## src/rtl/evl_pkg.sv

```systemverilog
package evl_pkg;

  typedef enum logic [2:0] {
    SQ_IDLE,
    SQ_FETCH,
    SQ_LOW,
    SQ_HIGH,
    SQ_JUDGE
  } sq_state_e;

  function automatic logic [7:0] bitrev8(input logic [7:0] v);
    logic [7:0] r;
    for (int i = 0; i < 8; i++) r[i] = v[7-i];
    return r;
  endfunction

  // One byte through a reflected (LSB-first) CRC8 register.
  function automatic logic [7:0] crc8_lsb_step(input logic [7:0] crc,
                                               input logic [7:0] din,
                                               input logic [7:0] poly_rev);
    logic [7:0] c;
    logic       fb;
    c = crc;
    for (int i = 0; i < 8; i++) begin
      fb = c[0] ^ din[i];
      c  = c >> 1;
      if (fb) c = c ^ poly_rev;
    end
    return c;
  endfunction

  // One byte through a normal (MSB-first) CRC8 register.
  function automatic logic [7:0] crc8_msb_step(input logic [7:0] crc,
                                               input logic [7:0] din,
                                               input logic [7:0] poly);
    logic [7:0] c;
    logic       fb;
    c = crc;
    for (int i = 7; i >= 0; i--) begin
      fb = c[7] ^ din[i];
      c  = c << 1;
      if (fb) c = c ^ poly;
    end
    return c;
  endfunction

endpackage

```

## src/rtl/evl_crc8.sv

```systemverilog
module evl_crc8 import evl_pkg::*; #(
  parameter logic [7:0] POLY      = 8'hD5,
  parameter logic [7:0] SEED      = 8'hFF,
  parameter logic [7:0] XOR_OUT   = 8'hFF,
  parameter bit         LSB_FIRST = 1'b1
) (
  input  logic       clk,
  input  logic       rst_n,
  input  logic       init_i,
  input  logic       en_i,
  input  logic [7:0] byte_i,
  output logic [7:0] crc_fin_o
);

  localparam logic [7:0] POLY_REV = bitrev8(POLY);

  logic [7:0] crc_q;
  logic [7:0] crc_nxt;

  generate
    if (LSB_FIRST) begin : g_lsb
      always_comb crc_nxt = crc8_lsb_step(crc_q, byte_i, POLY_REV);
    end else begin : g_msb
      always_comb crc_nxt = crc8_msb_step(crc_q, byte_i, POLY);
    end
  endgenerate

  always_ff @(posedge clk or negedge rst_n) begin
    if (!rst_n)      crc_q <= SEED;
    else if (init_i) crc_q <= SEED;
    else if (en_i)   crc_q <= crc_nxt;
  end

  assign crc_fin_o = crc_q ^ XOR_OUT;


  crc_seed_chk: assert property (@(posedge clk) disable iff (!rst_n)
    init_i |=> (crc_fin_o == (SEED ^ XOR_OUT)));


  crc_hold_chk: assert property (@(posedge clk) disable iff (!rst_n)
    (!init_i && !en_i) |=> $stable(crc_fin_o));

endmodule

```

## src/rtl/evl_sequencer.sv

```systemverilog
module evl_sequencer import evl_pkg::*; #(
  parameter int SHORT_WORDS = 64,
  parameter int LONG_WORDS  = 220,
  parameter int ADDR_W      = 8
) (
  input  logic              clk,
  input  logic              rst_n,
  input  logic              start_i,
  input  logic [15:0]       rd_data_i,
  input  logic              rd_valid_i,
  input  logic              match_i,
  output logic              rd_req_o,
  output logic [ADDR_W-1:0] rd_addr_o,
  output logic              byte_en_o,
  output logic [7:0]        byte_o,
  output logic              crc_init_o,
  output logic              accept_ev_o,
  output logic              finish_ev_o,
  output logic              long_pass_o,
  output logic [15:0]       word_o
);

  localparam logic [ADDR_W-1:0] SHORT_LAST = ADDR_W'(SHORT_WORDS - 1);
  localparam logic [ADDR_W-1:0] LONG_LAST  = ADDR_W'(LONG_WORDS - 1);

  sq_state_e         state_q;
  logic [ADDR_W-1:0] widx_q;
  logic              long_q;
  logic [15:0]       word_q;
  logic [ADDR_W-1:0] last_idx;
  logic              at_last;
  logic              retry_ev;

  assign last_idx    = long_q ? LONG_LAST : SHORT_LAST;
  assign at_last     = (widx_q == last_idx);
  assign accept_ev_o = (state_q == SQ_IDLE) && start_i;
  assign retry_ev    = (state_q == SQ_JUDGE) && !match_i && !long_q;
  assign finish_ev_o = (state_q == SQ_JUDGE) && (match_i || long_q);
  assign crc_init_o  = accept_ev_o || retry_ev;
  assign byte_en_o   = (state_q == SQ_LOW) || (state_q == SQ_HIGH);
  assign byte_o      = (state_q == SQ_HIGH) ? word_q[15:8] : word_q[7:0];
  assign rd_req_o    = (state_q == SQ_FETCH);
  assign rd_addr_o   = widx_q;
  assign long_pass_o = long_q;
  assign word_o      = word_q;

  always_ff @(posedge clk or negedge rst_n) begin
    if (!rst_n) begin
      state_q <= SQ_IDLE;
      widx_q  <= '0;
      long_q  <= 1'b0;
      word_q  <= '0;
    end else begin
      case (state_q)
        SQ_IDLE: begin
          if (start_i) begin
            state_q <= SQ_FETCH;
            widx_q  <= '0;
            long_q  <= 1'b0;
          end
        end
        SQ_FETCH: begin
          if (rd_valid_i) begin
            word_q  <= rd_data_i;
            state_q <= SQ_LOW;
          end
        end
        SQ_LOW:  state_q <= at_last ? SQ_JUDGE : SQ_HIGH;
        SQ_HIGH: begin
          widx_q  <= widx_q + 1'b1;
          state_q <= SQ_FETCH;
        end
        SQ_JUDGE: begin
          if (retry_ev) begin
            long_q  <= 1'b1;
            widx_q  <= '0;
            state_q <= SQ_FETCH;
          end else begin
            state_q <= SQ_IDLE;
          end
        end
        default: state_q <= SQ_IDLE;
      endcase
    end
  end


  fetch_hold_chk: assert property (@(posedge clk) disable iff (!rst_n)
    (rd_req_o && !rd_valid_i) |=> (rd_req_o && $stable(rd_addr_o)));


  fetch_drop_chk: assert property (@(posedge clk) disable iff (!rst_n)
    (rd_req_o && rd_valid_i) |=> !rd_req_o);


  short_bound_chk: assert property (@(posedge clk) disable iff (!rst_n)
    (rd_req_o && !long_q) |-> (rd_addr_o <= SHORT_LAST));


  long_bound_chk: assert property (@(posedge clk) disable iff (!rst_n)
    rd_req_o |-> (rd_addr_o <= LONG_LAST));


  busy_start_chk: assert property (@(posedge clk) disable iff (!rst_n)
    (start_i && (state_q inside {SQ_FETCH, SQ_LOW, SQ_HIGH}))
      |=> (widx_q >= $past(widx_q)));

endmodule

```

## src/rtl/evl_result.sv

```systemverilog
module evl_result #(
  parameter int WORD_W = 16
) (
  input  logic              clk,
  input  logic              rst_n,
  input  logic              accept_i,
  input  logic              finish_i,
  input  logic              long_i,
  input  logic [WORD_W-1:0] word_i,
  input  logic [7:0]        crc_fin_i,
  output logic              match_o,
  output logic              done_o,
  output logic              valid_o,
  output logic              large_o,
  output logic [7:0]        rev_o,
  output logic [7:0]        crc_o
);

  localparam int HI_LSB = WORD_W - 8;

  assign match_o = (crc_fin_i == word_i[WORD_W-1:HI_LSB]);

  always_ff @(posedge clk or negedge rst_n) begin
    if (!rst_n) begin
      done_o  <= 1'b0;
      valid_o <= 1'b0;
      large_o <= 1'b0;
      rev_o   <= '0;
      crc_o   <= '0;
    end else begin
      done_o <= finish_i;
      if (accept_i) begin
        valid_o <= 1'b0;
        large_o <= 1'b0;
        rev_o   <= '0;
        crc_o   <= '0;
      end else if (finish_i) begin
        valid_o <= match_o;
        large_o <= long_i;
        rev_o   <= match_o ? word_i[7:0] : 8'h00;
        crc_o   <= crc_fin_i;
      end
    end
  end


  done_pulse_chk: assert property (@(posedge clk) disable iff (!rst_n)
    done_o |=> !done_o);


  fail_report_chk: assert property (@(posedge clk) disable iff (!rst_n)
    (done_o && !valid_o) |-> (large_o && (rev_o == 8'h00)));


  result_hold_chk: assert property (@(posedge clk) disable iff (!rst_n)
    (!accept_i && !finish_i) |=> ($stable(valid_o) && $stable(large_o) &&
                                  $stable(rev_o) && $stable(crc_o)));

endmodule

```

## src/rtl/evl_image_check.sv

```systemverilog
module evl_image_check import evl_pkg::*; #(
  parameter int         SHORT_WORDS = 64,
  parameter int         LONG_WORDS  = 220,
  parameter logic [7:0] CRC_POLY    = 8'hD5,
  parameter logic [7:0] CRC_SEED    = 8'hFF,
  parameter logic [7:0] CRC_XOROUT  = 8'hFF,
  parameter bit         LSB_FIRST   = 1'b1,
  parameter int         ADDR_W      = $clog2(LONG_WORDS)
) (
  input  logic              clk,
  input  logic              rst_n,
  input  logic              start_i,
  output logic              rd_req_o,
  output logic [ADDR_W-1:0] rd_addr_o,
  input  logic [15:0]       rd_data_i,
  input  logic              rd_valid_i,
  output logic              done_o,
  output logic              valid_o,
  output logic              large_o,
  output logic [7:0]        rev_o,
  output logic [7:0]        crc_o
);

  localparam int WORD_W = 16;

  logic              byte_en;
  logic [7:0]        byte_val;
  logic              crc_init;
  logic              accept_ev;
  logic              finish_ev;
  logic              long_pass;
  logic [WORD_W-1:0] word_cur;
  logic [7:0]        crc_fin;
  logic              match;

  evl_sequencer #(
    .SHORT_WORDS(SHORT_WORDS),
    .LONG_WORDS (LONG_WORDS),
    .ADDR_W     (ADDR_W)
  ) u_seq (
    .clk        (clk),
    .rst_n      (rst_n),
    .start_i    (start_i),
    .rd_data_i  (rd_data_i),
    .rd_valid_i (rd_valid_i),
    .match_i    (match),
    .rd_req_o   (rd_req_o),
    .rd_addr_o  (rd_addr_o),
    .byte_en_o  (byte_en),
    .byte_o     (byte_val),
    .crc_init_o (crc_init),
    .accept_ev_o(accept_ev),
    .finish_ev_o(finish_ev),
    .long_pass_o(long_pass),
    .word_o     (word_cur)
  );

  evl_crc8 #(
    .POLY     (CRC_POLY),
    .SEED     (CRC_SEED),
    .XOR_OUT  (CRC_XOROUT),
    .LSB_FIRST(LSB_FIRST)
  ) u_crc (
    .clk      (clk),
    .rst_n    (rst_n),
    .init_i   (crc_init),
    .en_i     (byte_en),
    .byte_i   (byte_val),
    .crc_fin_o(crc_fin)
  );

  evl_result #(
    .WORD_W(WORD_W)
  ) u_res (
    .clk      (clk),
    .rst_n    (rst_n),
    .accept_i (accept_ev),
    .finish_i (finish_ev),
    .long_i   (long_pass),
    .word_i   (word_cur),
    .crc_fin_i(crc_fin),
    .match_o  (match),
    .done_o   (done_o),
    .valid_o  (valid_o),
    .large_o  (large_o),
    .rev_o    (rev_o),
    .crc_o    (crc_o)
  );


  reset_idle_chk: assert property (@(posedge clk) disable iff (!rst_n)
    (done_o && !start_i) |=> !rd_req_o);

endmodule

```

## config.mk

```make
export PLATFORM = sky130hd
export DESIGN_NAME = evl_image_check
export DESIGN_NICKNAME = d
export VERILOG_FILES = /design/src/rtl/evl_pkg.sv /design/src/rtl/evl_crc8.sv /design/src/rtl/evl_sequencer.sv /design/src/rtl/evl_result.sv /design/src/rtl/evl_image_check.sv
export SDC_FILE = /design/constraint.sdc
export NUM_CORES = 1
export LEC_CHECK = 0
export ABC_AREA = 1
export ABC_CLOCK_PERIOD_IN_PS = 2800
export BUFFER_PORTS_ARGS = -buffer_cell sky130_fd_sc_hd__buf_2
export CAP_MARGIN = 15
export CELL_PAD_IN_SITES_DETAIL_PLACEMENT = 1
export CELL_PAD_IN_SITES_GLOBAL_PLACEMENT = 2
export CORE_UTILIZATION = 33
export DETAILED_ROUTE_END_ITERATION = 7
export MAX_ROUTING_LAYER = met4
export PLACE_DENSITY_LB_ADDON = 0.15
export SETUP_SLACK_MARGIN = 0.3
export SLEW_MARGIN = 20
export SYNTH_ARGS = -nofsm -noshare
export SYNTH_HDL_FRONTEND = slang
export SYNTH_SLANG_ARGS = --single-unit
```

## constraint.sdc

```tcl
create_clock -name clk -period 2.8 [get_ports clk]
set_input_delay 0.56 -clock clk [delete_from_list [all_inputs] [get_ports clk]]
set_output_delay 0.56 -clock clk [all_outputs]
set_load 0.1 [all_outputs]
```

# Word-level counts from Yosys, hierarchy flattened

Index checks and enable logic that the tools add are counted.

Bitwise logic cells: 17
Equality and inequality tests: 9
Reduce and logical (&&, ||, !) cells: 18
Mux-type cells: 32
Add/sub/neg operators: 1

Operators by type and width:

| operator                                                                 | count |
|---|---|
| 8-bit two-way mux                                                        | 19 |
| 4-bit NOT with 5-bit output                                              | 8 |
| 8-bit one-hot mux with 3 select lines                                    | 1 |
| 8-bit equality test                                                      | 2 |
| 3-bit one-hot mux with 5 select lines                                    | 1 |
| 3-bit two-way mux                                                        | 3 |
| 8-bit by 1-bit adder with 8-bit output (second input constant)           | 1 |
| 8-bit NOT                                                                | 1 |
| 1-bit bitwise XOR                                                        | 8 |
| 1-bit two-way mux                                                        | 7 |
| 3-bit by 2-bit equality test with 1-bit output (second input constant)   | 2 |
| 3-bit AND reduction                                                      | 2 |
| 2-bit nonzero test                                                       | 3 |
| 1-bit logical AND                                                        | 4 |
| 2-bit by 1-bit inequality test with 1-bit output (second input constant) | 2 |
| 2-bit AND reduction                                                      | 2 |
| 3-bit by 1-bit equality test with 1-bit output (second input constant)   | 1 |
| 3-bit equality test (second input constant)                              | 1 |
| 3-bit zero test                                                          | 1 |
| 1-bit logical OR                                                         | 3 |
| 3-bit nonzero test                                                       | 1 |
| 1-bit zero test                                                          | 2 |
| 2-bit inequality test (second input constant)                            | 1 |
| 1-bit one-hot mux with 2 select lines                                    | 1 |

Output and inout bits: 28
Word-level logic and storage cells: 87
Register bits: 55
Input port bits: 20

# Longest topological paths before layout

Depth in word-level cells: 20
Mapped depth: 25
Depth with buffers taken out: 24

# By module

From an unflattened synthesis, not the netlist that was laid out.

Cells, all modules: 423
Area, all modules: 3,228.1 um^2

By module, submodules not included:

| module        | area an instance (um^2) | instances | cells each |
|---|---|---|---|
| evl_sequencer | 1,442.6                 | 1         | 156 |
| evl_crc8      | 905.9                   | 1         | 151 |
| evl_result    | 879.6                   | 1         | 116 |

# Least setup slack after synthesis

Ideal clock, no wire load.

Path type: register to register
From: reg u_seq.state_q[0]
To: reg u_seq.word_q[10], in the netlist u_seq.word_o[10]
Data arrival time: 3.664 ns
Path slack: -0.941 ns
Required time: 2.722 ns
Cell stages (with the launch flop): 8
Cells stage by stage: dfrtp_1 -> buf_2 -> inv_1 -> nor3_1 -> nand2_1 -> clkbuf_1 -> clkbuf_1 -> a21oi_1

Longest elaborated chain between the ends: 2

Ends and longest elaborated chain:

| element                                        | line                  | RTL |
|---|---|---|
| start: declaration                             | evl_sequencer.sv:26   | `sq_state_e state_q;` |
| start signal: assignment                       | evl_sequencer.sv:68   | `SQ_LOW: state_q <= at_last ? SQ_JUDGE : SQ_HIGH;` |
| 3-bit by 1-bit equality test with 1-bit output | --                    |  |
| named net rd_req_o                             | evl_image_check.sv:13 | `output logic rd_req_o,` |
| 2-bit AND reduction (no source line)           | --                    |  |
| end signal: assignment                         | evl_sequencer.sv:64   | `word_q <= rd_data_i;` |
| end: declaration                               | evl_sequencer.sv:29   | `logic [15:0] word_q;` |

The timed path passes the listed nets, and every way through them passes these cells.
A chain may end at the register's enable or synchronous reset.

# Worst setup path in the final report

From: reg u_seq.state_q[2]
To: reg u_crc.crc_q[3]

Longest elaborated chain between the ends: 20

Ends and longest elaborated chain:

| element                                                                 | line                                     | RTL |
|---|---|---|
| 3-bit by 2-bit equality test with 1-bit output                          | evl_sequencer.sv:40, evl_sequencer.sv:41 |  |
| 8-bit two-way mux                                                       | evl_sequencer.sv:41                      | `assign byte_o = (state_q == SQ_HIGH) ? word_q[15:8] : word_q[7:0];` |
| 1-bit bitwise XOR                                                       | evl_pkg.sv:25                            | `fb = c[0] ^ din[i];` |
| 8-bit two-way mux                                                       | evl_pkg.sv:27                            | `if (fb) c = c ^ poly_rev;` |
| 1-bit bitwise XOR / 4-bit NOT with 5-bit output (equally long branches) | --                                       |  |
| 8-bit two-way mux                                                       | evl_pkg.sv:27                            |  |
| 1-bit bitwise XOR / 4-bit NOT with 5-bit output (equally long branches) | --                                       |  |
| 8-bit two-way mux                                                       | evl_pkg.sv:27                            |  |
| [... 4 more ...]                                                        | --                                       |  |
| 1-bit bitwise XOR / 4-bit NOT with 5-bit output (equally long branches) | --                                       |  |
| 8-bit two-way mux                                                       | evl_pkg.sv:27                            |  |
| 1-bit bitwise XOR / 4-bit NOT with 5-bit output (equally long branches) | --                                       |  |
| 8-bit two-way mux                                                       | evl_pkg.sv:27                            |  |
| 1-bit bitwise XOR                                                       | evl_pkg.sv:25                            |  |
| 8-bit two-way mux                                                       | evl_pkg.sv:27                            |  |
| 8-bit two-way mux                                                       | evl_crc8.sv:31                           | `else if (en_i) crc_q <= crc_nxt;` |
| 8-bit two-way mux                                                       | evl_crc8.sv:30                           | `else if (init_i) crc_q <= SEED;` |
| end signal: assignment                                                  | evl_crc8.sv:31                           |  |
| end: declaration                                                        | evl_crc8.sv:17                           | `logic [7:0] crc_q;` |

Parallel ways exist; a longest one is shown, timed or not. The select of a mux whose other input is x is not followed.

==> results.tsv <==
metric	value	unit
status	finished, final reports clean	
Pins Over Slew Limit	0	
post-DP HPWL	6750	um
mapped cell area	3120	um2
Clock Latency Late Sink	0.31	ns
post-synth cell types	33	
Reg2Reg Depth	24	
global-route wire length before repair	14800	um
synth warn	0	
Overflow after GRT	0	
CP endpoint kind	flop	
drt pass-1 iters	4	
Hold WS	0.226	ns
skew final	0.0127	ns
worst endpoint data arrival time	2.74	ns
# DRC	0	
per-cell routed wire length	16.0	um
Critical Path Source Type	flop	
Cells after Synth	381	
# hold bufs at CTS	0	
total wire length	9020	um
largest net degree at the start of global routing	31	
vias in the first global route	2956	
Max Fanout on Critical Path	7	
Area Growth Syn to Fin	26.1	%
Max-Cap Viols	0	
measured slew at the worst slew-check pin	0.572	ns
antenna violations before repair	0	
FMAX	0.401	GHz
number of inserted diodes	0	
row cnt	35	
CTS clk-pin slew, worst paths	0.11	ns
CP required	3.05	ns
clock buffer count from CTS	5	
Initial Utilization	0.339	
Syn Area/Cell	8.18	um2
final worst path period need	2.50	ns
sequential share of the synthesized area	0.445	
layout net count	474	
Root Buffer	clkbuf_8	
flops & latches, synth	55	
relative slew slack	0.618	
Hold Crit Class	input pin to asynchronous set/reset pin	
syn_nets	402	
CTS sink cnt	55	
Via density	4.98	
fin crit share	0.892	
Initial DRC Count	73	
die width	99.2	um
Placeable Area	9200	um2
full die area	9830	um2
Die Height	99.2	um
final setup violation count	0	
worst slack, placed	0.0901	ns
RSZ-0062 raised after global routing	true	
final hold violations	0	
Final Util	0.427	
Final WS setup	0.304	ns
vias	2812	
TNS Setup	0	ns
Routed Antenna Nets	0	
RD Place Congestion	0.813	
CTS H-Tree Depth	2	
TritonCTS clock tree	yes	
Max Root-Sink Buffers	2	
Port Buffer Count	47	
share of cells above drive strength 1	0.352	
All-Layer GR Usage	0.200	
Crit Path Class	flop to flop	
commonest cells after routing, fill and taps aside	47 x inv_1, 47 x buf_2, 45 x nand2_1	
IO Count	48	
Reg2Reg Setup Slack	0.30	ns
[routing by layer]
| metal | vias up | routed length [um] | track usage |
|---|---|---|---|
| met5 | - | 0 | - |
| met2 | 43 | 4480 | 0.341 |
| met3 | 7 | 258 | 0.0239 |
| met4 | 0 | 78 | 0.0305 |
| li1 | 1368 | - | - |
| met1 | 1394 | 4200 | 0.262 |
[final timing paths]
path / startpoint / to
max: u_seq.state_q[2] / u_crc.crc_q[3]
min: rst_n / u_seq.rd_addr_o[4]
max reg2reg: u_seq.state_q[2] / u_crc.crc_q[3]
min reg2reg: u_res.rev_o[4] / u_res.rev_o[4]
max in group asynchronous: rst_n / u_crc.crc_q[4]
min in group clk: rd_data_i[12] / u_seq.word_o[12]
[registers in the layout (all words and copies together) (netlist names)]
register           flops
u_res.done_o           1
u_res.large_o          1
u_res.crc_o            8
u_res.rev_o            8
u_crc.crc_q            8
u_seq.state_q          3
u_seq.rd_addr_o        8
u_seq.long_pass_o      1
u_res.valid_o          1
u_seq.word_o          16
[per-stage QoR]
step / instance area [um2] / std cells
floorplan: 3130 / 381
global placement: 3510 / 538
detailed placement: 3510 / 538
CTS: 3670 / 552
global route: 3930 / 565
finish: 3930 / 565
[layout make-up]
type / count / area (um2)
clock buffer: 7 / 86.3
tap: 111 / 139
timing repair buffer: 72 / 430
fill: 1143 / 5270
sequential: 55 / 1390
multi-input combinational: 262 / 1650
inverter: 57 / 221
clock inverter: 1 / 8.76
[critical path: stages (launching register included)]
cell	delay (ns)
dfrtp_2	0.46
clkinv_4	0.10
nand3_4	0.16
nand2_2	0.15
nand3_2	0.09
nand2_2	0.09
nand2_2	0.05
nand2_2	0.08
inv_2	0.05
nand2_4	0.09
nand2_4	0.07
nand2_4	0.08
nand2_4	0.07
nand2_4	0.10
nand2_4	0.05
nand2_4	0.09
nand2_4	0.07
nand2_4	0.10
nand2_4	0.08
nand2_4	0.11
nand2_4	0.06
nand2_1	0.06
nand3_1	0.07
nand2_1	0.07
inv_1	0.03
[Yosys cell counts (all sizes together)]
cell / number / area, um2
xor2: 6 / 78.8
o41ai: 1 / 8.76
nor3: 8 / 40.0
nand3b: 2 / 15.0
a21oi: 25 / 125
ha: 1 / 12.5
nand4: 5 / 31.3
nor2: 38 / 150
mux2: 2 / 22.5
nand2: 81 / 422
a31oi: 2 / 12.5
o21ai: 27 / 154
xnor2: 6 / 52.6
nand3: 54 / 325
dfrtp: 47 / 1180
nor4: 1 / 6.26
clkbuf: 6 / 22.5
dfstp: 8 / 210
clkinv: 2 / 7.51
a32o: 2 / 20.0
buf: 2 / 16.3
inv: 55 / 206
[kinds of logic after synthesis]
kind of cell | count (synthesis) | share of synthesized area
muxes | 2 | 0.00723
DFF | 55 | 0.445
adders and majority gates | 1 | 0.00402
AOI/OAI and AO/OA | 57 | 0.103
xor gates and xnor gates | 12 | 0.0422
buffers and inverters | 65 | 0.0811
and+or+nand+nor | 189 | 0.318
[timing repair]
| item | 4_1_cts | 5_1_grt |
|---|---|---|
| setup buffers | 5 | 13 |
| gates resized for setup | 5 | 37 |
| cloned | 1 | 0 |
| pin swaps | 1 | 24 |
| setup endpoints to repair | 8 | 11 |
Power is left out: the tool's default activity adds up to more than one toggle a clock period on the data nets, which glitch-free logic cannot reach.
